## src/rtl/pcs_pkg.sv

```systemverilog
package pcs_pkg;
  localparam int CYC_W = 3;

  typedef enum logic [3:0] {
    OP_JREL = 4'd0,
    OP_JABS = 4'd1,
    OP_JIND = 4'd2,
    OP_CREL = 4'd3,
    OP_CABS = 4'd4,
    OP_CIND = 4'd5,
    OP_RET  = 4'd6,
    OP_RETI = 4'd7,
    OP_SKIP = 4'd8
  } pc_op_e;

  typedef enum logic [1:0] {
    STK_NONE = 2'd0,
    STK_PUSH = 2'd1,
    STK_POP  = 2'd2
  } stk_e;
endpackage

```

## src/rtl/pcs_target.sv

```systemverilog
module pcs_target #(
  parameter int PC_W  = 16,
  parameter int OFS_W = 12,
  parameter int ABS_W = 22,
  parameter int PTR_W = 16
) (
  input  logic [3:0]       op_i,
  input  logic [PC_W-1:0]  pc_i,
  input  logic [OFS_W-1:0] offset_i,
  input  logic [ABS_W-1:0] target_i,
  input  logic [PTR_W-1:0] zptr_i,
  input  logic             skip_cond_i,
  input  logic             next_long_i,
  input  logic [PC_W-1:0]  stack_top_i,
  output logic [PC_W-1:0]  next_pc_o,
  output logic [PC_W-1:0]  ret_addr_o
);
  import pcs_pkg::*;

  localparam int EXT_W = (PC_W > OFS_W) ? PC_W : OFS_W;

  logic [EXT_W-1:0] ofs_ext;
  logic [PC_W-1:0]  pc_inc1, pc_inc2, pc_inc3, rel_tgt, abs_tgt, ind_tgt;

  assign ofs_ext = EXT_W'($signed(offset_i));
  assign pc_inc1 = pc_i + PC_W'(1);
  assign pc_inc2 = pc_i + PC_W'(2);
  assign pc_inc3 = pc_i + PC_W'(3);
  assign rel_tgt = pc_inc1 + ofs_ext[PC_W-1:0];  // wraps mod 2^PC_W
  assign abs_tgt = PC_W'(target_i);
  assign ind_tgt = PC_W'(zptr_i);

  always_comb begin
    unique case (op_i)
      OP_JREL, OP_CREL: next_pc_o = rel_tgt;
      OP_JABS, OP_CABS: next_pc_o = abs_tgt;
      OP_JIND, OP_CIND: next_pc_o = ind_tgt;
      OP_RET,  OP_RETI: next_pc_o = stack_top_i;
      OP_SKIP:          next_pc_o = !skip_cond_i ? pc_inc1 :
                                    (next_long_i ? pc_inc3 : pc_inc2);
      default:          next_pc_o = pc_inc1;
    endcase
  end

  // two-word call returns past its second word
  assign ret_addr_o = (op_i == OP_CABS) ? pc_inc2 : pc_inc1;
endmodule

```

## src/rtl/pcs_cost.sv

```systemverilog
module pcs_cost (
  input  logic                   op_valid_i,
  input  logic [3:0]             op_i,
  input  logic                   skip_cond_i,
  input  logic                   next_long_i,
  output logic [pcs_pkg::CYC_W-1:0] cycles_o,
  output pcs_pkg::stk_e          stk_o,
  output logic                   ie_set_o
);
  import pcs_pkg::*;

  always_comb begin
    stk_o    = STK_NONE;
    ie_set_o = 1'b0;
    unique case (op_i)
      OP_JREL, OP_JIND: cycles_o = CYC_W'(2);
      OP_JABS:          cycles_o = CYC_W'(3);
      OP_CREL, OP_CIND: begin cycles_o = CYC_W'(3); stk_o = STK_PUSH; end
      OP_CABS:          begin cycles_o = CYC_W'(4); stk_o = STK_PUSH; end
      OP_RET:           begin cycles_o = CYC_W'(4); stk_o = STK_POP;  end
      OP_RETI:          begin cycles_o = CYC_W'(4); stk_o = STK_POP; ie_set_o = 1'b1; end
      OP_SKIP:          cycles_o = !skip_cond_i ? CYC_W'(1) :
                                   (next_long_i ? CYC_W'(3) : CYC_W'(2));
      default:          cycles_o = CYC_W'(1);
    endcase
    if (!op_valid_i) begin
      stk_o    = STK_NONE;
      ie_set_o = 1'b0;
    end
  end
endmodule

```

## src/rtl/pc_seq_unit.sv

```systemverilog
module pc_seq_unit #(
  parameter int PC_W  = 16,
  parameter int OFS_W = 12,
  parameter int ABS_W = 22,
  parameter int PTR_W = 16
) (
  input  logic             clk_i,
  input  logic             rst_ni,
  input  logic             valid_i,
  input  logic [3:0]       op_i,
  input  logic [PC_W-1:0]  pc_i,
  input  logic [OFS_W-1:0] offset_i,
  input  logic [ABS_W-1:0] target_i,
  input  logic [PTR_W-1:0] zptr_i,
  input  logic             skip_cond_i,
  input  logic             next_long_i,
  input  logic [PC_W-1:0]  stack_top_i,
  output logic             valid_o,
  output logic [PC_W-1:0]  next_pc_o,
  output logic             push_o,
  output logic [PC_W-1:0]  push_addr_o,
  output logic             pop_o,
  output logic             ie_set_o,
  output logic [2:0]       cycles_o
);
  import pcs_pkg::*;

  logic [PC_W-1:0]  nxt_pc, ret_addr;
  logic [CYC_W-1:0] cyc;
  stk_e             stk;
  logic             ie_set;

  pcs_target #(
    .PC_W(PC_W), .OFS_W(OFS_W), .ABS_W(ABS_W), .PTR_W(PTR_W)
  ) u_target (
    .op_i        (op_i),
    .pc_i        (pc_i),
    .offset_i    (offset_i),
    .target_i    (target_i),
    .zptr_i      (zptr_i),
    .skip_cond_i (skip_cond_i),
    .next_long_i (next_long_i),
    .stack_top_i (stack_top_i),
    .next_pc_o   (nxt_pc),
    .ret_addr_o  (ret_addr)
  );

  pcs_cost u_cost (
    .op_valid_i  (valid_i),
    .op_i        (op_i),
    .skip_cond_i (skip_cond_i),
    .next_long_i (next_long_i),
    .cycles_o    (cyc),
    .stk_o       (stk),
    .ie_set_o    (ie_set)
  );

  always_ff @(posedge clk_i or negedge rst_ni) begin
    if (!rst_ni) begin
      valid_o     <= 1'b0;
      next_pc_o   <= '0;
      push_o      <= 1'b0;
      push_addr_o <= '0;
      pop_o       <= 1'b0;
      ie_set_o    <= 1'b0;
      cycles_o    <= '0;
    end else begin
      valid_o  <= valid_i;
      push_o   <= (stk == STK_PUSH);
      pop_o    <= (stk == STK_POP);
      ie_set_o <= ie_set;
      if (valid_i) begin
        next_pc_o   <= nxt_pc;
        push_addr_o <= ret_addr;
        cycles_o    <= cyc;
      end
    end
  end

  assert_excl_R13: assert property (@(posedge clk_i) disable iff (!rst_ni)
    !(push_o && pop_o));
  assert_idle_R2: assert property (@(posedge clk_i) disable iff (!rst_ni)
    !valid_o |-> (!push_o && !pop_o && !ie_set_o));
  assert_lat_R2: assert property (@(posedge clk_i) disable iff (!rst_ni)
    valid_i |=> valid_o);
  assert_hold_R2: assert property (@(posedge clk_i) disable iff (!rst_ni)
    !valid_i |=> $stable(next_pc_o));
  assert_ie_R10: assert property (@(posedge clk_i) disable iff (!rst_ni)
    ie_set_o |-> (pop_o && cycles_o == 3'd4));
  assert_pop_R9: assert property (@(posedge clk_i) disable iff (!rst_ni)
    (valid_i && op_i == 4'd6) |=> (pop_o && next_pc_o == $past(stack_top_i)));
  assert_push_R6: assert property (@(posedge clk_i) disable iff (!rst_ni)
    push_o |-> (cycles_o == 3'd3 || cycles_o == 3'd4));
endmodule

```

## config.mk

```make
export PLATFORM = sky130hd
export DESIGN_NAME = pc_seq_unit
export DESIGN_NICKNAME = d
export VERILOG_FILES = /design/src/rtl/pcs_pkg.sv /design/src/rtl/pcs_target.sv /design/src/rtl/pcs_cost.sv /design/src/rtl/pc_seq_unit.sv
export SDC_FILE = /design/constraint.sdc
export NUM_CORES = 1
export LEC_CHECK = 0
export BUFFER_PORTS_ARGS = -buffer_cell sky130_fd_sc_hd__buf_4
export CAP_MARGIN = 20
export CORE_UTILIZATION = 55
export CTS_CLUSTER_SIZE = 16
export DETAILED_ROUTE_END_ITERATION = 7
export GPL_TIMING_DRIVEN = 1
export PLACE_DENSITY = 0.95
export SLEW_MARGIN = 20
export SYNTH_ARGS = -nofsm -noshare
export SYNTH_HDL_FRONTEND = slang
export SYNTH_SLANG_ARGS = --single-unit
```

## constraint.sdc

```tcl
create_clock -name clk_i -period 1.8 [get_ports clk_i]
set_clock_uncertainty 0.2 [all_clocks]
set_input_delay 0.54 -clock clk_i [delete_from_list [all_inputs] [get_ports clk_i]]
set_output_delay 0.54 -clock clk_i [all_outputs]
set_load 0.01 [all_outputs]
```

==> impl_metrics.yaml, run 1 <==
placement:
  dp_worst_setup_slack_ns: -1.62
  placed_cells: 778
  placedInstanceArea_um2: 5830
  globalplace.congestion: 1.03
  port_buffers: 123
  detailed_place_hpwl_mm: 12.9
synth:
  synth_flop_cell: "dfrtp_1"
  yosysMostFrequentCell: "nor2_1"
  synthAdderAreaFrac_pct: 7.50
  synthCells: 472
  synth.avg_cell_area_um2: 7.98
  synth_area_leaders: "dfrtp_1, ha_1, nor2_1, xnor2_1, xor2_1"
  syn_nets: 585
  yosys.area_share.simple_pct: 22.2
  synth-seq-cells: 39
  async_reset_ff_share_pct: 100
  synthMuxAreaShare_pct: 3.45
  ys_types: 63
  netlist_area_um2: 3770
  yosys_warnings: 0
  ys_top_cells_by_count: "nor2_1, nand2_1, dfrtp_1, a21oi_1, xnor2_1"
  yosys.area.top_type: "dfrtp_1"
  synthXorXnorAreaFrac_pct: 11.2
  synth_top_family_by_area: "compound AO/OA/AOI/OAI gates"
  ys_seq_area_share_pct: 25.9
  synth_edf_count: 0
  synth_compound_area_share_pct: 25.1
  synth_top_area_share_pct: 25.9
die:
  die_w_um: 84.8
  fp-row-count: 29
  die_h_um: 84.8
  ios: 130
  initial_core_util_pct: 58.0
outcome:
  status: "aborted with a tool error"
  stop_stage: "4_1_cts"
  error_line: "[ERROR DPL-0038] Utilization greater than 100%, impossible to legalize"
clock_network:
  cts_hold_buf: 0
  numClockSinks: 39
  cts_max_level: 2
  cts_made_buffers: 5
  cts_root_buf: "clkbuf_8"
  cts_resized: 136
  cts_setup_buffers: 25
  cts_buffer_depth: 2
-- cell families after synthesis --
logic type	after synthesis
adder cells (fa/ha/maj)	22
AO/OA/AOI/OAI	135
multiplexers	12
flip-flops	39
buffers and inverters	40
AND/OR/NAND/NOR	176
XOR/XNOR	48
-- through the flow --
stage	TNS (ns)	utilization (%)	hold slack (ns)
3_3_place_gp	-24.87	89.8	0.264
2_1_floorplan	-16.29	-	0.0444
3_5_place_dp	-28.55	89.8	0.298
==> run 2, diff against run 1 <==
CORE_UTILIZATION = 40   (was 55)
CTS_CLUSTER_SIZE = unset   (was 16)
PLACE_DENSITY = unset   (was 0.95)
PLACE_DENSITY_LB_ADDON = 0.15   (was unset)
==> run 2 against run 1 <==
  * The flow now finishes, with violations (negative setup slack)
  * Synthesized area is the same
  * Synthesized cell count is the same
==> impl_metrics.yaml, run 2 <==
global_route:
  grt_pass1_wl_mm: 24.9
  antenna_found_initial: 0
  grt_max_degree: 48
  grt_pass1_vias: 4986
  globalRouteTotalUtil_pct: 32.8
  grt_overflow_total: 0
detailed_routing:
  drt_pass1_iterations: 5
  top_layer_used: "met4"
  met3_length_mm: 1.37
  detail-route-antenna-nets: 0
  drt-total-wl_mm: 17.7
  post_drt_via_cell_ratio: 5.96
  wl_met1_mm: 6.85
  dr_wl_met2_mm: 8.75
  drt_iter0_markers: 417
  num_vias: 5128
  wire_per_inst_um: 20.5
  drcViolationCount: 0
placement:
  placedInstanceArea_um2: 5890
  port_buffers: 123
  detailed_place_hpwl_mm: 11.0
  globalplace.congestion: 0.949
  placed_cells: 813
cells_and_area:
  final_common_cell: "buf_4"
  diodes: 0
  fin_util_pct: 80.0
  syn_to_final_growth_pct: 95.3
  layout-drive-gt1-share_pct: 59.4
  finalNetCount: 861
  final_cell_mix: "buf_4, nor2_1, dfrtp_1, nand2_1, buf_6"
  stdcell_count: 860
  finish.instance_area_um2: 7360
  reg_top3: "next_pc_o x16, push_addr_o x16, cycles_o x3"
critical_path:
  slowest_delay_ns: 0.40
  worstSetupPathType: "in2reg"
  worstReg2RegStart: "next_pc_o[14]$_DFFE_PN0P_"
  cp-startpoint: "pc_i[5]"
  worst_setup_path_start_kind: "input pin"
  timing.rr.end: "next_pc_o[14]$_DFFE_PN0P_"
  slowest_stage: "a221o_1"
  arrival_ns: 2.92
  required_ns: 1.80
  endpoint_kind: "flip-flop"
  reg2reg_depth: 3
  cp_max_fo: 5
  rrSetupSlack_ns: 0.31
  cp_cell_sequence: "buf_8 -> nand4_1 -> buf_4 -> nor2_4 -> xor2_4 -> ha_4 -> and3_4 -> a221o_1 -> o2111ai_2 -> a31oi_4 -> a21o_1 -> a211o_1"
clock_network:
  worst_skew_pair.late_latency_ns: 0.30
  cts_buffer_depth: 2
  numClockSinks: 39
  cts_made_buffers: 5
  cts_tree: "built"
  cts_max_level: 2
  cts_root_buf: "clkbuf_8"
  path_clk_slew_ns: 0.09
power:
  swShare_pct: 35.8
  power.switching_w: 0.00135
  power.share.clock_pct: 21.5
  p_int_w: 0.00242
  irDropWorstVdd_uv: 420
  combPwrFrac_pct: 50.8
  p_per_area_nw_per_um2: 511
  seqPwrFrac_pct: 27.7
  power.leakage_nw: 3.25
synth:
  syn_nets: 585
  synth_area_leaders: "dfrtp_1, ha_1, nor2_1, xnor2_1, xor2_1"
  synthCells: 472
  ys_types: 63
  netlist_area_um2: 3770
  yosys.area.top_type: "dfrtp_1"
  yosysMostFrequentCell: "nor2_1"
  synth_top_area_share_pct: 25.9
  synth_edf_count: 0
  ys_top_cells_by_count: "nor2_1, nand2_1, dfrtp_1, a21oi_1, xnor2_1"
  yosys_warnings: 0
  synth.avg_cell_area_um2: 7.98
  async_reset_ff_share_pct: 100
  synth_flop_cell: "dfrtp_1"
  ys_seq_area_share_pct: 25.9
  synth-seq-cells: 39
sta:
  fin_ws_ns: -1.13
  rsz0062_at_grt: "yes"
  period_needed_ns: 2.93
  slew_headroom_pct: 63.9
  finalHoldViolCount: 0
  worstMarginPinSlew_ns: 0.541
  setup_violations: 32
  clock.fmax_ghz: 0.342
  finalMaxSlewViolations: 0
  fin_crit_sh_pct: 163
die:
  fp-row-count: 35
  core_area_um2: 9200
  die_area_um2: 9810
  die_w_um: 99.1
  initial_core_util_pct: 41.0
  die_h_um: 99.1
  ios: 130
worst_hold_path:
  worstHoldPathType: "in2async"
outcome:
  violations: "negative setup slack"
  status: "finished, violations left"
flow_run:
  drv_cap: 0
-- run 2: cell counts after synthesis --
No cell type changed its count.
-- run 2: what timing repair did --
action                     CTS  global route
resized for setup          118            87
pin swaps                   75            80
hold buffers                 0             0
setup endpoints to repair   33            33
cloned                       0             1
setup buffers               31            13
-- run 2: layout make-up --
cell class | count | area (um2)
clock buffers | 6 | 82.6
clock inverters | 2 | 35.0
fillers | 534 | 1840
inverters | 7 | 30.0
multi-input cells | 393 | 3610
flip-flops and latches | 39 | 976
well taps | 111 | 139
repair buffers | 302 | 2490
-- run 2: through the flow --
stage | hold slack, ns | setup WS, ns | power [W] | TNS, ns
2_1_floorplan | 0.0444 | -1.39 | 0.00176 | -16.29
3_5_place_dp | 0.275 | -1.49 | 0.00250 | -27.50
6_report | 0.0179 | -1.13 | 0.00376 | -15.60
5_1_grt | 0.0655 | -1.19 | 0.00391 | -16.90
4_1_cts | 0.0390 | -1.02 | 0.00349 | -13.58
3_3_place_gp | 0.266 | -1.47 | 0.00248 | -26.52
-- run 2: how the worst max path moves through the flow --
stage,to,slack [ns],cells past startpoint
after global routing,next_pc_o[14]$_DFFE_PN0P_,-1.19,12
after floorplan,next_pc_o[13]$_DFFE_PN0P_,-1.39,14
after detailed placement,next_pc_o[14]$_DFFE_PN0P_,-1.49,12
after CTS,next_pc_o[14]$_DFFE_PN0P_,-1.02,12
final,next_pc_o[14]$_DFFE_PN0P_,-1.13,12
after global placement,next_pc_o[14]$_DFFE_PN0P_,-1.47,12
-- run 2: kinds of logic (layout without fill, tap and decap cells) --
logic type	count (synthesis)	in the layout	synth area share [%]
AOI/OAI and AO/OA	135	135	25.1
xor gates and xnor gates	48	48	11.2
adders and majority gates	22	22	7.50
buffers and inverters	40	317	4.68
DFF	39	39	25.9
muxes	12	12	3.45
and+or+nand+nor	176	176	22.2
-- run 2: worst max-delay path: cells and delay by family --
kind	cells	cell delay, ns
compound gates	5	1.23
xor+xnor	1	0.21
fa+ha+maj	1	0.24
buf+inv	2	0.27
simple gates	3	0.44
-- run 2: per-layer routing --
| metal | vias to the layer above | global-route usage, % |
|---|---|---|
| met2 | 317 | 57.1 |
| li1 | 2281 | - |
| met1 | 2458 | 41.6 |
| met3 | 72 | 3.90 |
| met5 | - | 0 |
| met4 | 0 | 12.2 |
-- run 2: power by group through the flow --
stage	Clock [W]	Sequential (W)	Combinational, W
after global routing	0.000846	0.00105	0.00202
after CTS	0.000810	0.00104	0.00164
after global placement	0	0.00105	0.00142
after detailed placement	0	0.00106	0.00145
after floorplan	0	0.00110	0.000660
final	0.000807	0.00104	0.00191
Power figures use the tool's default switching activity.
==> run 3, diff against run 2 <==
BUFFER_PORTS_ARGS = unset   (was -buffer_cell sky130_fd_sc_hd__buf_4)
DONT_BUFFER_PORTS = 1   (was unset)
==> run 3 against run 2 <==
  * The run still ends with negative setup slack left
  * Worst hold slack better by 0.061 ns
  * Core utilization is 17 points lower
  * Clock power decreased by 0.9%
  * Power decreased by 16%
  * Wire length down 17%
  * Sequential share of layout area is 3.6 points higher
  * Sequential cell count unchanged
  * Count of clock-buffer cells in the layout unchanged
  * Die area unchanged
  * Register-to-register slack got worse by 0.03 ns
  * Critical endpoint is now next_pc_o[13]$_DFFE_PN0P_
  * Highest routed layer unchanged
==> impl_metrics.yaml, run 3 (same netlist as run 2, synthesis figures left out) <==
critical_path:
  timing.rr.end: "next_pc_o[14]$_DFFE_PN0P_"
  endpoint_kind: "flip-flop"
  worstReg2RegStart: "next_pc_o[14]$_DFFE_PN0P_"
  worstSetupPathType: "in2reg"
  rrSetupSlack_ns: 0.28
  reg2reg_depth: 4
  arrival_ns: 2.81
  required_ns: 1.82
  cp_max_fo: 6
  worst_setup_path_start_kind: "input pin"
sta:
  finalMaxSlewViolations: 0
  clock.fmax_ghz: 0.359
  slew_headroom_pct: 72.4
  fin_crit_sh_pct: 155
  fin_ws_ns: -0.985
  finalHoldViolCount: 0
  period_needed_ns: 2.78
  rsz0062_at_grt: "yes"
  setup_violations: 15
  worstMarginPinSlew_ns: 0.408
cells_and_area:
  ff_latch_area_um2: 976
  stdcell_count: 686
  finalNetCount: 687
  final_common_cell: "buf_4"
  final_cell_mix: "buf_4, nor2_1, nand2_1, dfrtp_1, xnor2_1"
  syn_to_final_growth_pct: 53.3
  multi_input_area_um2: 3460
  reg_top3: "next_pc_o x16, push_addr_o x16, cycles_o x3"
  fillers: 795
  diodes: 0
  fin_util_pct: 62.8
  layout-drive-gt1-share_pct: 43.7
die:
  die_area_um2: 9810
  die_w_um: 99.1
  die_h_um: 99.1
  core_area_um2: 9200
  ios: 130
  fp-row-count: 35
  initial_core_util_pct: 41.0
detailed_routing:
  wire_per_inst_um: 21.4
  drcViolationCount: 0
  num_vias: 4079
  drt_iter0_markers: 220
  drt-total-wl_mm: 14.7
  detail-route-antenna-nets: 0
  post_drt_via_cell_ratio: 5.95
  drt_pass1_iterations: 5
power:
  power_w: 0.00316
  power.share.clock_pct: 25.3
  combPwrFrac_pct: 39.8
  swShare_pct: 33.7
  p_int_w: 0.00210
  seqPwrFrac_pct: 34.9
  power.leakage_nw: 2.30
  irDropWorstVdd_uv: 289
  p_per_area_nw_per_um2: 547
  power.switching_w: 0.00107
clock_network:
  cts_buffer_depth: 2
  numClockSinks: 39
  cts_tree: "built"
  cts_root_buf: "clkbuf_8"
  worst_skew_pair.late_latency_ns: 0.29
  cts_made_buffers: 5
  cts_max_level: 2
  path_clk_slew_ns: 0.09
global_route:
  grt_pass1_vias: 4198
  grt_overflow_total: 0
  antenna_found_initial: 0
  grt_pass1_wl_mm: 22.7
  grt_max_degree: 72
  globalRouteTotalUtil_pct: 29.9
worst_hold_path:
  worstHoldPathType: "in2reg"
  hold_path_depth: 0
  worstHoldStart: "valid_i"
  hold_path_end: "valid_o$_DFF_PN0_"
placement:
  port_buffers: 0
  globalplace.congestion: 0.956
  detailed_place_hpwl_mm: 10.5
  placed_cells: 658
outcome:
  violations: "negative setup slack"
  status: "finished, violations left"
flow_run:
  drv_cap: 0
[run 3: cell types whose count changed in the layout (fill, tap and decap cells not counted), sizes merged]
cell           before  now
dlygate4sd3         0    1
buf               301  127
clkdlybuf4s15       1    0
[run 3: through the flow]
step	area (um2)	setup slack [ns]	TNS, ns	hold slack, ns
after floorplan	4010	-1.39	-16.29	0.0444
after global placement	4700	-1.39	-18.80	0.0455
after detailed placement	4700	-1.50	-19.37	0.0453
after CTS	5460	-0.963	-9.13	0.0600
after global routing	5780	-1.08	-10.72	0.0669
final	5780	-0.985	-9.49	0.0793
[run 3: repair_timing]
item / CTS / global route
pin swaps: 65 / 41
endpoints found under the setup margin: 15 / 18
resized for setup: 90 / 50
hold buffers: 2 / 0
hold endpoints to repair: 39 / 0
setup buffers: 12 / 9
[run 3: power by group through the flow]
stage / clock network, W / registers, W / logic [W]
2_1_floorplan: 0 / 0.00110 / 0.000660
3_3_place_gp: 0 / 0.00112 / 0.000925
3_5_place_dp: 0 / 0.00112 / 0.000930
4_1_cts: 0.000832 / 0.00110 / 0.00113
5_1_grt: 0.000841 / 0.00111 / 0.00137
6_report: 0.000800 / 0.00110 / 0.00126
[run 3: critical path, stage by stage]
cell	delay, ns
ha_4	0.13
nand3_4	0.10
buf_6	0.14
buf_6	0.11
nor2_4	0.15
xor2_4	0.26
buf_6	0.15
ha_4	0.20
a21oi_4	0.17
o21ai_4	0.10
a32oi_2	0.20
a31oi_1	0.12
mux2_2	0.29
a211oi_2	0.14
[run 3: cell type report]
class	count	share of cell area, %
inverter	7	0.520
multi-input combinational	393	59.9
tap	111	2.40
clock inverter	2	0.606
timing repair buffer	128	18.3
sequential	39	16.9
clock buffer	6	1.43
[run 3: layer usage]
| layer | up-vias | global-route usage [%] | share of wire, % |
|---|---|---|---|
| li1 | 1931 | - | - |
| met1 | 2014 | 38.4 | 43 |
| met2 | 119 | 52.4 | 50 |
| met3 | 15 | 5.53 | 5.8 |
| met4 | 0 | 6.00 | 1.1 |
| met5 | - | 0 | 0 |
[run 3: how the worst max path moves through the flow]
stage	cells past startpoint	to	slack (ns)	startpoint
2_1_floorplan	14	next_pc_o[13]$_DFFE_PN0P_	-1.39	pc_i[6]
3_3_place_gp	12	next_pc_o[11]$_DFFE_PN0P_	-1.39	pc_i[0]
3_5_place_dp	11	next_pc_o[14]$_DFFE_PN0P_	-1.50	pc_i[0]
4_1_cts	11	next_pc_o[14]$_DFFE_PN0P_	-0.96	pc_i[1]
5_1_grt	14	next_pc_o[13]$_DFFE_PN0P_	-1.08	pc_i[1]
6_report	14	next_pc_o[13]$_DFFE_PN0P_	-0.98	pc_i[1]
